==> src/rtl/strm_wr_pkg.sv <==
package strm_wr_pkg;
   typedef enum logic {ST_TRAN = 1'b0, ST_RCV = 1'b1} st_e;
   localparam int FLG_ILL = 0;
   localparam int FLG_OOR = 1;
   localparam int FLG_OVR = 2;
   localparam int FLG_WP  = 3;
   localparam int FLG_MIS = 4;
   localparam int FLG_W   = 5;
endpackage

==> src/rtl/strm_deser.sv <==
module strm_deser #(
   parameter int BYTE_W    = 8,
   parameter bit MSB_FIRST = 1'b1
) (
   input  logic              clk,
   input  logic              rst_n,
   input  logic              active,
   input  logic              bit_vld,
   input  logic              bit_in,
   output logic              byte_vld,
   output logic [BYTE_W-1:0] byte_data
);
   localparam int CNT_W = $clog2(BYTE_W);

   logic [BYTE_W-1:0] sr;
   logic [BYTE_W-1:0] nxt;
   logic [CNT_W-1:0]  cnt;

   generate
      if (MSB_FIRST) begin : g_msb
         assign nxt = {sr[BYTE_W-2:0], bit_in};
      end else begin : g_lsb
         assign nxt = {bit_in, sr[BYTE_W-1:1]};
      end
   endgenerate

   always_ff @(posedge clk or negedge rst_n) begin
      if (!rst_n) begin
         sr        <= '0;
         cnt       <= '0;
         byte_vld  <= 1'b0;
         byte_data <= '0;
      end else begin
         byte_vld <= 1'b0;
         if (!active) begin
            cnt <= '0;
         end else if (bit_vld) begin
            sr <= nxt;
            if (cnt == CNT_W'(BYTE_W - 1)) begin
               cnt       <= '0;
               byte_vld  <= 1'b1;
               byte_data <= nxt;
            end else begin
               cnt <= cnt + 1'b1;
            end
         end
      end
   end

   AST_BYTE_SPACING: assert property (@(posedge clk) disable iff (!rst_n)
      byte_vld |=> !byte_vld);
endmodule

==> src/rtl/strm_hold.sv <==
module strm_hold #(
   parameter int AW = 16,
   parameter int DW = 8
) (
   input  logic          clk,
   input  logic          rst_n,
   input  logic          load,
   input  logic [AW-1:0] load_addr,
   input  logic [DW-1:0] load_data,
   input  logic          mem_ready,
   output logic          full,
   output logic          mem_wr_en,
   output logic [AW-1:0] mem_wr_addr,
   output logic [DW-1:0] mem_wr_data
);
   always_ff @(posedge clk or negedge rst_n) begin
      if (!rst_n) begin
         full        <= 1'b0;
         mem_wr_addr <= '0;
         mem_wr_data <= '0;
      end else if (load) begin
         full        <= 1'b1;
         mem_wr_addr <= load_addr;
         mem_wr_data <= load_data;
      end else if (full && mem_ready) begin
         full <= 1'b0;
      end
   end

   assign mem_wr_en = full;

   AST_HOLD_STABLE: assert property (@(posedge clk) disable iff (!rst_n)
      (mem_wr_en && !mem_ready) |=> (mem_wr_en && $stable(mem_wr_addr) && $stable(mem_wr_data)));
   AST_NO_OVERFLOW: assert property (@(posedge clk) disable iff (!rst_n)
      load |-> (!full || mem_ready));
endmodule

==> src/rtl/strm_seq.sv <==
module strm_seq
   import strm_wr_pkg::*;
#(
   parameter int AW        = 16,
   parameter int MEM_BYTES = 32768,
   parameter int BLK_LOG   = 9
) (
   input  logic             clk,
   input  logic             rst_n,
   input  logic             cmd_start,
   input  logic             cmd_stop,
   input  logic [AW-1:0]    cmd_addr,
   input  logic             bus_1bit,
   input  logic             bus_ddr,
   input  logic             partial_en,
   input  logic             byte_vld,
   input  logic             wp_hit,
   input  logic             hold_full,
   input  logic             mem_ready,
   output logic             in_rcv,
   output logic             load,
   output logic [AW-1:0]    ptr_addr,
   output logic             rsp_valid,
   output logic [FLG_W-1:0] rsp_flags
);
   localparam int PW = AW + 1;

   st_e           state;
   logic [PW-1:0] ptr;
   logic          part_q;
   logic          e_oor, e_ovr, e_wp;
   logic          halted, beyond, addr_bad;
   logic          start_mis, stop_mis;

   generate
      if (BLK_LOG == 0) begin : g_noblk
         assign start_mis = 1'b0;
         assign stop_mis  = 1'b0;
      end else begin : g_blk
         assign start_mis = |cmd_addr[BLK_LOG-1:0];
         assign stop_mis  = |ptr[BLK_LOG-1:0];
      end
   endgenerate

   assign in_rcv   = (state == ST_RCV);
   assign halted   = e_oor | e_ovr | e_wp;
   assign beyond   = (ptr >= PW'(MEM_BYTES));
   assign addr_bad = ({1'b0, cmd_addr} >= PW'(MEM_BYTES));
   assign ptr_addr = ptr[AW-1:0];
   assign load     = in_rcv && byte_vld && !cmd_start && !cmd_stop && !halted &&
                     !beyond && !wp_hit && (!hold_full || mem_ready);

   always_ff @(posedge clk or negedge rst_n) begin
      if (!rst_n) begin
         state     <= ST_TRAN;
         ptr       <= '0;
         part_q    <= 1'b0;
         e_oor     <= 1'b0;
         e_ovr     <= 1'b0;
         e_wp      <= 1'b0;
         rsp_valid <= 1'b0;
         rsp_flags <= '0;
      end else begin
         rsp_valid <= 1'b0;
         rsp_flags <= '0;
         case (state)
            ST_TRAN: begin
               if (cmd_start) begin
                  rsp_valid <= 1'b1;
                  if (!bus_1bit || bus_ddr) begin
                     rsp_flags[FLG_ILL] <= 1'b1;
                  end else if (addr_bad) begin
                     rsp_flags[FLG_OOR] <= 1'b1;
                  end else if (!partial_en && start_mis) begin
                     rsp_flags[FLG_MIS] <= 1'b1;
                  end else begin
                     state  <= ST_RCV;
                     ptr    <= {1'b0, cmd_addr};
                     part_q <= partial_en;
                     e_oor  <= 1'b0;
                     e_ovr  <= 1'b0;
                     e_wp   <= 1'b0;
                  end
               end else if (cmd_stop) begin
                  rsp_valid          <= 1'b1;
                  rsp_flags[FLG_ILL] <= 1'b1;
               end
            end
            ST_RCV: begin
               if (cmd_stop) begin
                  rsp_valid          <= 1'b1;
                  rsp_flags[FLG_OOR] <= e_oor;
                  rsp_flags[FLG_OVR] <= e_ovr;
                  rsp_flags[FLG_WP]  <= e_wp;
                  rsp_flags[FLG_MIS] <= !part_q && stop_mis;
                  state              <= ST_TRAN;
                  e_oor              <= 1'b0;
                  e_ovr              <= 1'b0;
                  e_wp               <= 1'b0;
               end else if (cmd_start) begin
                  rsp_valid          <= 1'b1;
                  rsp_flags[FLG_ILL] <= 1'b1;
               end else if (byte_vld && !halted) begin
                  if (beyond) begin
                     e_oor <= 1'b1;
                  end else if (wp_hit) begin
                     e_wp <= 1'b1;
                  end else if (hold_full && !mem_ready) begin
                     e_ovr <= 1'b1;
                  end else begin
                     ptr <= ptr + 1'b1;
                  end
               end
            end
            default: state <= ST_TRAN;
         endcase
      end
   end

   AST_RSP_AFTER_CMD: assert property (@(posedge clk) disable iff (!rst_n)
      rsp_valid |-> $past(cmd_start || cmd_stop));
   AST_ILLEGAL_MODE: assert property (@(posedge clk) disable iff (!rst_n)
      (!in_rcv && cmd_start && (!bus_1bit || bus_ddr)) |=> (rsp_valid && rsp_flags[FLG_ILL] && !in_rcv));
   AST_STOP_TO_TRAN: assert property (@(posedge clk) disable iff (!rst_n)
      (in_rcv && cmd_stop) |=> (!in_rcv && rsp_valid && !rsp_flags[FLG_ILL]));
   AST_HOLD_RCV: assert property (@(posedge clk) disable iff (!rst_n)
      (in_rcv && !cmd_stop) |=> in_rcv);
endmodule

==> src/rtl/strm_wr_ctrl.sv <==
module strm_wr_ctrl
   import strm_wr_pkg::*;
#(
   parameter int ADDR_W    = 16,
   parameter int MEM_BYTES = 32768,
   parameter int BLK_BYTES = 512
) (
   input  logic              clk,
   input  logic              rst_n,
   input  logic              cmd_start,
   input  logic              cmd_stop,
   input  logic [ADDR_W-1:0] cmd_addr,
   input  logic              bus_1bit,
   input  logic              bus_ddr,
   input  logic              partial_en,
   input  logic              dat_vld,
   input  logic              dat_bit,
   output logic              mem_wr_en,
   output logic [ADDR_W-1:0] mem_wr_addr,
   output logic [7:0]        mem_wr_data,
   input  logic              mem_ready,
   output logic [ADDR_W-1:0] wp_addr,
   input  logic              wp_hit,
   output logic              rsp_valid,
   output logic [4:0]        rsp_flags,
   output logic              in_rcv
);
   localparam int BLK_LOG = $clog2(BLK_BYTES);
   localparam int PW      = ADDR_W + 1;

   generate
      if ((1 << BLK_LOG) != BLK_BYTES) begin : g_bad_blk
         $error("BLK_BYTES must be a power of two");
      end
      if ((MEM_BYTES % BLK_BYTES) != 0) begin : g_bad_mem
         $error("MEM_BYTES must be a whole number of blocks");
      end
      if (MEM_BYTES > (1 << ADDR_W)) begin : g_bad_aw
         $error("ADDR_W too narrow for MEM_BYTES");
      end
   endgenerate

   logic       byte_vld;
   logic [7:0] byte_data;
   logic       load;
   logic       hold_full;

   strm_deser #(.BYTE_W(8), .MSB_FIRST(1'b1)) u_deser (
      .clk       (clk),
      .rst_n     (rst_n),
      .active    (in_rcv),
      .bit_vld   (dat_vld),
      .bit_in    (dat_bit),
      .byte_vld  (byte_vld),
      .byte_data (byte_data)
   );

   strm_seq #(.AW(ADDR_W), .MEM_BYTES(MEM_BYTES), .BLK_LOG(BLK_LOG)) u_seq (
      .clk        (clk),
      .rst_n      (rst_n),
      .cmd_start  (cmd_start),
      .cmd_stop   (cmd_stop),
      .cmd_addr   (cmd_addr),
      .bus_1bit   (bus_1bit),
      .bus_ddr    (bus_ddr),
      .partial_en (partial_en),
      .byte_vld   (byte_vld),
      .wp_hit     (wp_hit),
      .hold_full  (hold_full),
      .mem_ready  (mem_ready),
      .in_rcv     (in_rcv),
      .load       (load),
      .ptr_addr   (wp_addr),
      .rsp_valid  (rsp_valid),
      .rsp_flags  (rsp_flags)
   );

   strm_hold #(.AW(ADDR_W), .DW(8)) u_hold (
      .clk         (clk),
      .rst_n       (rst_n),
      .load        (load),
      .load_addr   (wp_addr),
      .load_data   (byte_data),
      .mem_ready   (mem_ready),
      .full        (hold_full),
      .mem_wr_en   (mem_wr_en),
      .mem_wr_addr (mem_wr_addr),
      .mem_wr_data (mem_wr_data)
   );

   AST_WR_IN_RANGE: assert property (@(posedge clk) disable iff (!rst_n)
      mem_wr_en |-> ({1'b0, mem_wr_addr} < PW'(MEM_BYTES)));
endmodule

==> config.mk <==
export PLATFORM = sky130hd
export DESIGN_NAME = strm_wr_ctrl
export DESIGN_NICKNAME = d
export VERILOG_FILES = /design/src/rtl/strm_wr_pkg.sv /design/src/rtl/strm_deser.sv /design/src/rtl/strm_hold.sv /design/src/rtl/strm_seq.sv /design/src/rtl/strm_wr_ctrl.sv
export SDC_FILE = /design/constraint.sdc
export NUM_CORES = 1
export LEC_CHECK = 0
export ABC_AREA = 0
export BUFFER_PORTS_ARGS = -buffer_cell sky130_fd_sc_hd__buf_2
export CORE_ASPECT_RATIO = 0.7
export CORE_MARGIN = 2
export CORE_UTILIZATION = 35
export DETAILED_ROUTE_END_ITERATION = 12
export HOLD_SLACK_MARGIN = 0.03
export SLEW_MARGIN = 15
export SYNTH_ARGS = -nofsm -noshare
export SYNTH_HDL_FRONTEND = slang
export SYNTH_HIERARCHICAL = 1
export SYNTH_SLANG_ARGS = --single-unit
==> constraint.sdc <==
create_clock -name clk -period 6.4 [get_ports clk]
set_input_delay 0.64 -clock clk [delete_from_list [all_inputs] [get_ports clk]]
set_output_delay 0.64 -clock clk [all_outputs]
set_load 0.01 [all_outputs]
==> results of run 1 <==
==> placed cells by master, fill, tap and decap left out, types with 4 or more instances in the layout <==
cell and count:
a21oi_1 26, a2bb2oi_1 4, buf_2 73, buf_4 4
clkbuf_16 9, dfrtp_1 72, ha_1 5, inv_1 10
mux2_2 20, mux2_4 19, nand2_1 20, nand2b_1 4
nand3_1 11, nor2_1 7, nor2b_1 5, nor4_1 5
o21ai_0 13, o22ai_1 7, or3_1 4
==> flip-flops by register name, summed over array words and instances, names as in the netlist <==
register,cells
u_seq/e_oor,1
u_seq/e_wp,1
u_seq/rsp_flags,5
u_seq/rsp_valid,1
u_deser/sr,7
u_deser/byte_data,8
u_hold/mem_wr_data,8
u_seq/in_rcv,1
u_deser/byte_vld,1
u_hold/mem_wr_addr,16
u_hold/full,1
u_seq/e_ovr,1
u_deser/cnt,3
u_seq/part_q,1
u_seq/ptr,17
==> stage by stage <==
stage | hold slack, ns | area, sq um | setup WS, ns
global placement | 0.484 | 3870 | 3.74
finish | 0.438 | 4160 | 3.58
global route | 0.513 | 4160 | 3.33
floorplan | 0.344 | 3550 | 4.23
CTS | 0.479 | 4160 | 3.58
detailed placement | 0.486 | 3870 | 3.59
==> metal layers <==
metal	up-vias	routed length [um]	global-route usage
met1	1227	3980	0.227
li1	1208	-	-
met4	0	37	0.0317
met3	6	558	0.0647
met5	-	0	0
met2	88	3330	0.219
==> cell families (layout without fill, tap and decap cells) <==
family | Yosys count | count (layout)
AOI/OAI and AO/OA | 67 | 67
adders and majority gates | 5 | 5
muxes | 42 | 42
DFF | 72 | 72
buffers and inverters | 42 | 103
and+or+nand+nor | 79 | 79
==> layout make-up <==
cell class | instances | area, sq um | share of cell area
Multi-Input combinational cell | 193 | 1470 | 0.354
Inverter | 11 | 41.3 | 0.00993
Clock inverter | 4 | 45.0 | 0.0108
Tap cell | 128 | 160 | 0.0385
Sequential cell | 72 | 1800 | 0.433
Clock buffer | 11 | 243 | 0.0584
Timing Repair Buffer | 77 | 395 | 0.0951
==> power breakdown <==
part	switching [mW]	total, mW	internal [mW]
registers	0.0818	0.581	0.500
logic	0.106	0.188	0.0824
clock network	0.178	0.486	0.308
==> final timing paths <==
| path | startpoint | end | slack, ns | depth (start not counted) |
|---|---|---|---|---|
| min | rst_n | u_hold/mem_wr_data[7] | 0.44 | 1 |
| max reg2reg | u_seq/in_rcv | u_seq/ptr[9] | 3.58 | 8 |
| max in group asynchronous | rst_n | u_seq/rsp_flags[4] | 5.36 | 1 |
| min in group clk | u_hold/mem_wr_data[0] | u_hold/mem_wr_data[0] | 0.50 | 1 |
| min reg2reg | u_hold/mem_wr_data[0] | u_hold/mem_wr_data[0] | 0.50 | 1 |
| max | u_seq/in_rcv | u_seq/ptr[9] | 3.58 | 8 |
==> run summary, run 1 <==
Outcome: finished, final reports clean
P&R area growth vs syn: 17.2%
Max-Cap Viols: 0
Synth Area per Inst: 11.6 sq um
N_diodes: 0
Compound-Gate Fraction of Synth Area: 0.120
CTS Buffer Depth: 2
Worst path most repeated cell: buf_4
Synth Flop Type: dfrtp_1
WL/cell: 15.9 um
Final period util: 0.440
Post-Place Cells: 481
Worst Hold Class: input pin to async pin
Post-synth EDFFs: 0
Final non-filler cell total: 496
Synth cell count leaders: dfrtp_1, a21oi_1, buf_4, mux2_2, nand2_1
F_max: 0.355 GHz
WL final: 7.91 mm
Vias in the first global route: 2463
Post-synthesis mux area share: 0.152
Layout net count: 396
Drt drc: 0
Cts repair resizes: 0
Warnings, synthesis: 6
Async set-reset flop share out of synthesis: 1.00
IO Pins: 75
Clock Pin Slew Worst Setup and Hold Paths: 0.05 ns
Final HPWL DP: 5.46 mm
Crit-path cells: buf_4 > clkinv_1 > ha_1 > inv_1 > a211oi_2 > buf_4 > and2_1 > a2bb2oi_1
# rows: 30
Drt first pass iters: 5
Initial core utilization: 0.363
Post-synthesis simple-gate area fraction: 0.122
Area leader, netlist: dfrtp_1
Largest net degree at the start of global routing: 73
# setup viols final: 0
Seq/Total Area, Yosys: 0.508
CP Max Fanout: 43
Synth Area in Adders: 0.0176
Synth top area share: 0.508
Initial antenna violation count: 0
Fill cells: 967
Total Power: 1.26 mW
Inserted Clock Buffers: 9
Vias per cell: 5.10
Vias: 2529
Library cells used by synthesis: 50
Drt first-iter violations: 219
Die Y: 88.2 um
Rel. slew slack: 0.386
Cell Area, Synth: 3550 sq um
Unrepaired setup endpoints after global routing: no
# port buffers: 74
PD cells: 302 nW/um^2
Clock sinks: 72
Setup Skew: 0.00738 ns
Gr usage total: 0.156
Root Buffer: clkbuf_16
Hold buffers post-CTS: 0
Post-synthesis xor/xnor area fraction: 0
CP arrival: 3.06 ns
Crit path kind: register to register
Core ar.: 9760 sq um
Final Hold Fails: 0
Count leader, synth: dfrtp_1
Post-Synthesis Cells: 307
Buf/Inv on CP: 4
CP Data Required Time: 6.65 ns
Maximum VDD drop: 0.000239 V
Syn Nets: 339
Ranking of synthesized cells by area: dfrtp_1, mux2_4, mux2_2, buf_4, a21oi_1
Worst skew pair latency: 0.33 ns
Final core utilization: 0.426
CP Capture Type: register
Static leakage: 2.03 nW
Die W: 124 um
H-tree depth: 3
Share of layout cells above drive strength 1: 0.383
Critical Path Slowest Stage Cell: dfrtp_1
Final Max Slew Viols: 0
First-pass GRT wire length: 13.3 mm
GPL Wtd Cong: 0.769
Cell family with most CP delay: buffers and inverters
CP max stage delay: 0.61 ns
Antenna-violating nets left: 0
Post-CTS setup buffers: 0
Die area: 11000 sq um
Largest family of logic cells by synthesized area: multiplexers
Total Neg Setup Slack: 0 ns
CTS tree: built
Worst-Margin Slew: 0.921 ns
Total grt overflow: 0
FF+latch count, synth: 72
Startpoint types: register
Period minus WS final: 2.82 ns
(Power assumes the default switching activity.)
==> run 2, diff against run 1 <==
--- a/config.mk
+++ b/config.mk
@@ -5,7 +5,7 @@
 export SDC_FILE = /design/constraint.sdc
 export NUM_CORES = 1
 export LEC_CHECK = 0
-export ABC_AREA = 0
+export ABC_AREA = 1
 export BUFFER_PORTS_ARGS = -buffer_cell sky130_fd_sc_hd__buf_2
 export CORE_ASPECT_RATIO = 0.7
 export CORE_MARGIN = 2
==> constraint.sdc (replaced) <==
create_clock -name clk -period 2.7 [get_ports clk]
set_input_delay 0.27 -clock clk [delete_from_list [all_inputs] [get_ports clk]]
set_output_delay 0.27 -clock clk [all_outputs]
set_load 0.01 [all_outputs]
==> run summary, run 2 <==
Gr usage total: 0.171
Unrepaired setup endpoints after global routing: no
Cell Area, Synth: 3880 sq um
Drt drc: 0
Clock Pin Slew Worst Setup and Hold Paths: 0.06 ns
Final Max Slew Viols: 0
H-tree depth: 3
Clock network fraction of design power: 0.392
Startpoint types: register
Antenna-violating nets left: 0
# rows: 32
Synth cell count leaders: nand2_1, dfrtp_1, inv_1, nor2_1, nand3_1
Highest-count cells in the layout ignoring fill and taps: nand2_1, buf_2, dfrtp_1
Post-synthesis simple-gate area fraction: 0.377
Vias in the first global route: 3082
Most common cell after layout, fill and taps aside: nand2_1
Static leakage: 2.59 nW
Compound-Gate Fraction of Synth Area: 0.0271
Final Cell Area: 4540 sq um
Maximum VDD drop: 0.000333 V
Async set-reset flop share out of synthesis: 1.00
F_max: 0.603 GHz
Inserted Clock Buffers: 9
Die area: 12000 sq um
Warnings, synthesis: 6
Synth Area per Inst: 7.54 sq um
Worst Hold Class: input pin to async pin
IO Pins: 75
Comb pwr share: 0.164
Synth Area in Adders: 0.0161
CP Data Required Time: 2.93 ns
Total Neg Setup Slack: 0 ns
Ranking of synthesized cells by area: dfrtp_1, nand2_1, buf_4, inv_1, nor2_1
CP Max Fanout: 25
CP arrival: 1.88 ns
Clock sinks: 72
FF+latch count, synth: 72
Setup WS post-layout: 1.04 ns
Final period util: 0.614
Hold buffers post-CTS: 0
PD cells: 677 nW/um^2
Final core utilization: 0.415
Count leader, synth: nand2_1
CTS tree: built
Total grt overflow: 0
Final HPWL DP: 6.92 mm
Largest family of logic cells by synthesized area: simple AND/OR/NAND/NOR gates
Post-synthesis xor/xnor area fraction: 0.00451
Place WS: 1.06 ns
Vias: 3298
GPL Wtd Cong: 0.882
Cts repair resizes: 0
Post-synth EDFFs: 0
Max-Cap Viols: 0
CP Capture Type: register
Crit path kind: register to register
Root Buffer: clkbuf_16
Syn Nets: 547
Drt first-iter violations: 191
Post-synthesis mux area share: 0
Post-Synthesis Cells: 515
Share of layout cells above drive strength 1: 0.234
# setup viols final: 0
# port buffers: 74
Worst-Margin Slew: 0.914 ns
Setup Skew: 0.00754 ns
Library cells used by synthesis: 29
Rel. slew slack: 0.390
Post-CTS setup buffers: 0
Initial core utilization: 0.355
Area leader, netlist: dfrtp_1
Worst skew pair latency: 0.34 ns
Final Hold Fails: 0
Synth top area share: 0.464
Max FFs per register: 17
Initial antenna violation count: 0
Sw power: 0.937 mW
Core ar.: 10900 sq um
Die W: 130 um
Hold Slack: 0.0577 ns
Placed cell area: 4230 sq um
Vias per cell: 4.51
Top Registers: u_seq/ptr x17, u_hold/mem_wr_addr x16
First-pass GRT wire length: 15.7 mm
WL/cell: 13.0 um
Sequential fraction of design power: 0.444
N_diodes: 0
Drt first pass iters: 4
Seq/Total Area, Yosys: 0.464
Outcome: finished, final reports clean
Biggest register: u_seq/ptr
Layout net count: 606
P&R area growth vs syn: 16.9%
CTS Buffer Depth: 2
WL final: 9.50 mm
Synth Flop Type: dfrtp_1
Period minus WS final: 1.66 ns
Die Y: 92.1 um
Largest net degree at the start of global routing: 41
Internal power: 2.14 mW
Switching share of power: 0.305
run 2: changes by cell type after synthesis, sizes merged, moves of 5 or more:
cell	change
nand4	+16
nor2b	-5
inv	+34
nor4	-6
nand3	+12
o22ai	-6
buf	+5
nand2	+236
nor2	+32
a21oi	-25
mux2	-39
run 2: final cells by class:
cell class	instances	area, sq um
Fill cell	1141	6390
Sequential cell	72	1800
Multi-Input combinational cell	367	1650
Timing Repair Buffer	80	415
Clock buffer	11	253
Tap cell	153	191
Inverter	44	173
Clock inverter	4	53.8
run 2: metal layers:
metal  GRT usage  wire (um)  up-vias
met5           0          0        -
met4      0.0565        106        0
met3      0.0484        607        9
met2       0.228       3810       81
met1       0.260       4980     1504
li1            -          -     1704
run 2: power groups by stage:
stage                     combinational [mW]  sequential (mW)  clock [mW]
after global placement                 0.498             1.37           0
after CTS                              0.506             1.36        1.23
after detailed placement               0.503             1.38           0
after floorplan                        0.440             1.31           0
final                                  0.503             1.36        1.21
after global routing                   0.577             1.39        1.28
run 2: through the flow:
step	total power, mW	std cells
floorplan	1.75	515
finish	3.07	731
global placement	1.87	716
CTS	3.10	731
detailed placement	1.88	716
global route	3.25	731
run 2: critical path, stage by stage, from the launching register on:
cell and delay, ns:
dfrtp_1 0.41, inv_2 0.08, nand2_2 0.08, nor2_2 0.15, nand2_1 0.08, nor3_2 0.10, buf_4 0.34, inv_8 0.15
nand2_1 0.09, nand2_1 0.05
run 2: kinds of logic after synthesis:
family	after synthesis
AND/OR/NAND/NOR	343
buffers and inverters	76
XOR/XNOR	2
AO/OA/AOI/OAI	17
adder cells (fa/ha/maj)	5
flip-flops	72
run 2: path summary, 6_finish.rpt:
check,start,to,slack [ns],cells after the start
worst max-delay path,u_seq/ptr[15],u_hold/mem_wr_addr[2],1.04,9
worst min-delay path,rst_n,u_deser/byte_data[3],0.06,1
worst max register to register,u_seq/ptr[15],u_hold/mem_wr_addr[2],1.04,9
worst min register to register,u_hold/mem_wr_data[2],u_hold/mem_wr_data[2],0.47,2
max in group asynchronous,rst_n,u_seq/ptr[7],1.87,2
min in group clk,dat_bit,u_deser/sr[0],0.15,3
==> run 3, diff against run 2 <==
--- a/config.mk
+++ b/config.mk
@@ -5,7 +5,7 @@
 export SDC_FILE = /design/constraint.sdc
 export NUM_CORES = 1
 export LEC_CHECK = 0
-export ABC_AREA = 1
+export ABC_AREA = 0
 export BUFFER_PORTS_ARGS = -buffer_cell sky130_fd_sc_hd__buf_2
 export CORE_ASPECT_RATIO = 0.7
 export CORE_MARGIN = 2
==> constraint.sdc (replaced) <==
create_clock -name clk -period 1.35 [get_ports clk]
set_input_delay 0.135 -clock clk [delete_from_list [all_inputs] [get_ports clk]]
set_output_delay 0.135 -clock clk [all_outputs]
set_load 0.01 [all_outputs]
==> run summary, run 3 (synthesis gave the netlist of run 1 again) <==
Rel. slew slack: 0.678
Switching share of power: 0.321
Biggest register: u_seq/ptr
Setup Skew: 0.00611 ns
Setup WS post-layout: -0.713 ns
Initial antenna violation count: 0
Core ar.: 9760 sq um
Share of layout cells above drive strength 1: 0.582
CP arrival: 2.33 ns
GPL Wtd Cong: 0.818
CP Max Fanout: 9
Top Registers: u_seq/ptr x17, u_hold/mem_wr_addr x16
# rows: 30
CP Capture Type: register
Die Y: 88.2 um
Total grt overflow: 0
First-pass GRT wire length: 15.4 mm
Gr usage total: 0.181
Hold Slack: 0.0612 ns
N_diodes: 0
Drt drc: 0
Crit path kind: register to register
Worst-Margin Slew: 0.483 ns
Drt first-iter violations: 145
H-tree depth: 3
WL/cell: 16.5 um
CP Data Required Time: 1.61 ns
Most common cell after layout, fill and taps aside: buf_2
Inserted Clock Buffers: 9
Max FFs per register: 17
Maximum VDD drop: 0.000593 V
Final period util: 1.53
CTS Buffer Depth: 2
Largest net degree at the start of global routing: 28
F_max: 0.485 GHz
# setup viols final: 46
Final non-filler cell total: 578
Clock network fraction of design power: 0.348
PD cells: 1260 nW/um^2
Initial core utilization: 0.363
P&R area growth vs syn: 47.0%
Clock Pin Slew Worst Setup and Hold Paths: 0.06 ns
Root Buffer: clkbuf_16
Sw power: 2.11 mW
Vias per cell: 5.00
Internal power: 4.47 mW
Layout net count: 477
Max-Cap Viols: 0
Unrepaired setup endpoints after global routing: yes
Sequential fraction of design power: 0.382
Final Hold Fails: 0
Vias in the first global route: 2924
Drt first pass iters: 4
Final HPWL DP: 6.49 mm
Vias: 2890
Static leakage: 2.56 nW
CTS tree: built
Failing checks: negative setup slack
Final Max Slew Viols: 0
IO Pins: 75
Clock sinks: 72
Die area: 11000 sq um
Total Power: 6.58 mW
Comb pwr share: 0.270
Antenna-violating nets left: 0
Period minus WS final: 2.06 ns
Startpoint types: register
Worst skew pair latency: 0.34 ns
Outcome: finished, violations left
WL final: 9.54 mm
Die W: 124 um
# port buffers: 74
Worst Hold Class: input pin to register
Highest-count cells in the layout ignoring fill and taps: buf_2, dfrtp_1, buf_4
Post-Place Cells: 546
run 3: final cells by class:
cell class                      count  area [sq um]
Inverter                           11          45.0
Multi-Input combinational cell    194          1780
Timing Repair Buffer              157          1140
Sequential cell                    72          1800
Clock buffer                        9           225
Clock inverter                      7          62.6
Fill cell                         874          4550
Tap cell                          128           160
run 3: final timing paths:
kind,start,end,slack (ns),depth (start not counted)
max,u_seq/e_wp,u_seq/ptr[11],-0.71,7
min,dat_bit,u_deser/byte_data[0],0.06,2
max reg2reg,u_seq/e_wp,u_seq/ptr[11],-0.71,7
max in group asynchronous,rst_n,u_hold/full,0.66,3
min reg2reg,u_deser/sr[6],u_deser/byte_data[7],0.50,1
min in group asynchronous,rst_n,u_hold/mem_wr_data[4],0.23,2
run 3: power groups by stage:
stage | Sequential (mW) | Combinational (mW) | Clock [mW]
final | 2.51 | 1.78 | 2.29
after global routing | 2.54 | 1.94 | 2.46
after CTS | 2.50 | 1.65 | 2.35
after detailed placement | 2.53 | 1.57 | 0
after global placement | 2.53 | 1.55 | 0
after floorplan | 2.61 | 0.849 | 0
run 3: metal layers:
metal | vias to the layer above | track usage | wire length, um
li1 | 1367 | - | -
met1 | 1444 | 0.250 | 4580
met2 | 68 | 0.277 | 4360
met3 | 11 | 0.0617 | 492
met4 | 0 | 0.0490 | 109
met5 | - | 0 | 0
run 3: through the flow:
stage / setup slack, ns / util / TNS [ns] / cell area (sq um)
4_1_cts: -0.748 / 0.518 / -28.48 / 5050
2_1_floorplan: -0.654 / - / -24.48 / 3640
6_report: -0.713 / 0.534 / -28.74 / 5210
5_1_grt: -0.794 / 0.534 / -31.36 / 5210
3_5_place_dp: -0.769 / 0.458 / -29.24 / 4470
3_3_place_gp: -0.728 / 0.458 / -28.10 / 4470
run 3: worst max-delay path, cell delays in order, from the launching register on:
cell,delay (ns)
dfrtp_1,0.38
or4b_4,0.55
o41a_1,0.37
a211oi_2,0.20
buf_4,0.21
buf_4,0.13
a21oi_2,0.05
a21oi_2,0.11
run 3: what timing repair did:
item	CTS	global route
hold buffers	2	0
gates cloned	3	0
endpoints found under the hold margin	73	0
pin swaps	5	7
setup buffers	8	7
setup endpoints to repair	55	54
resized for setup	43	29
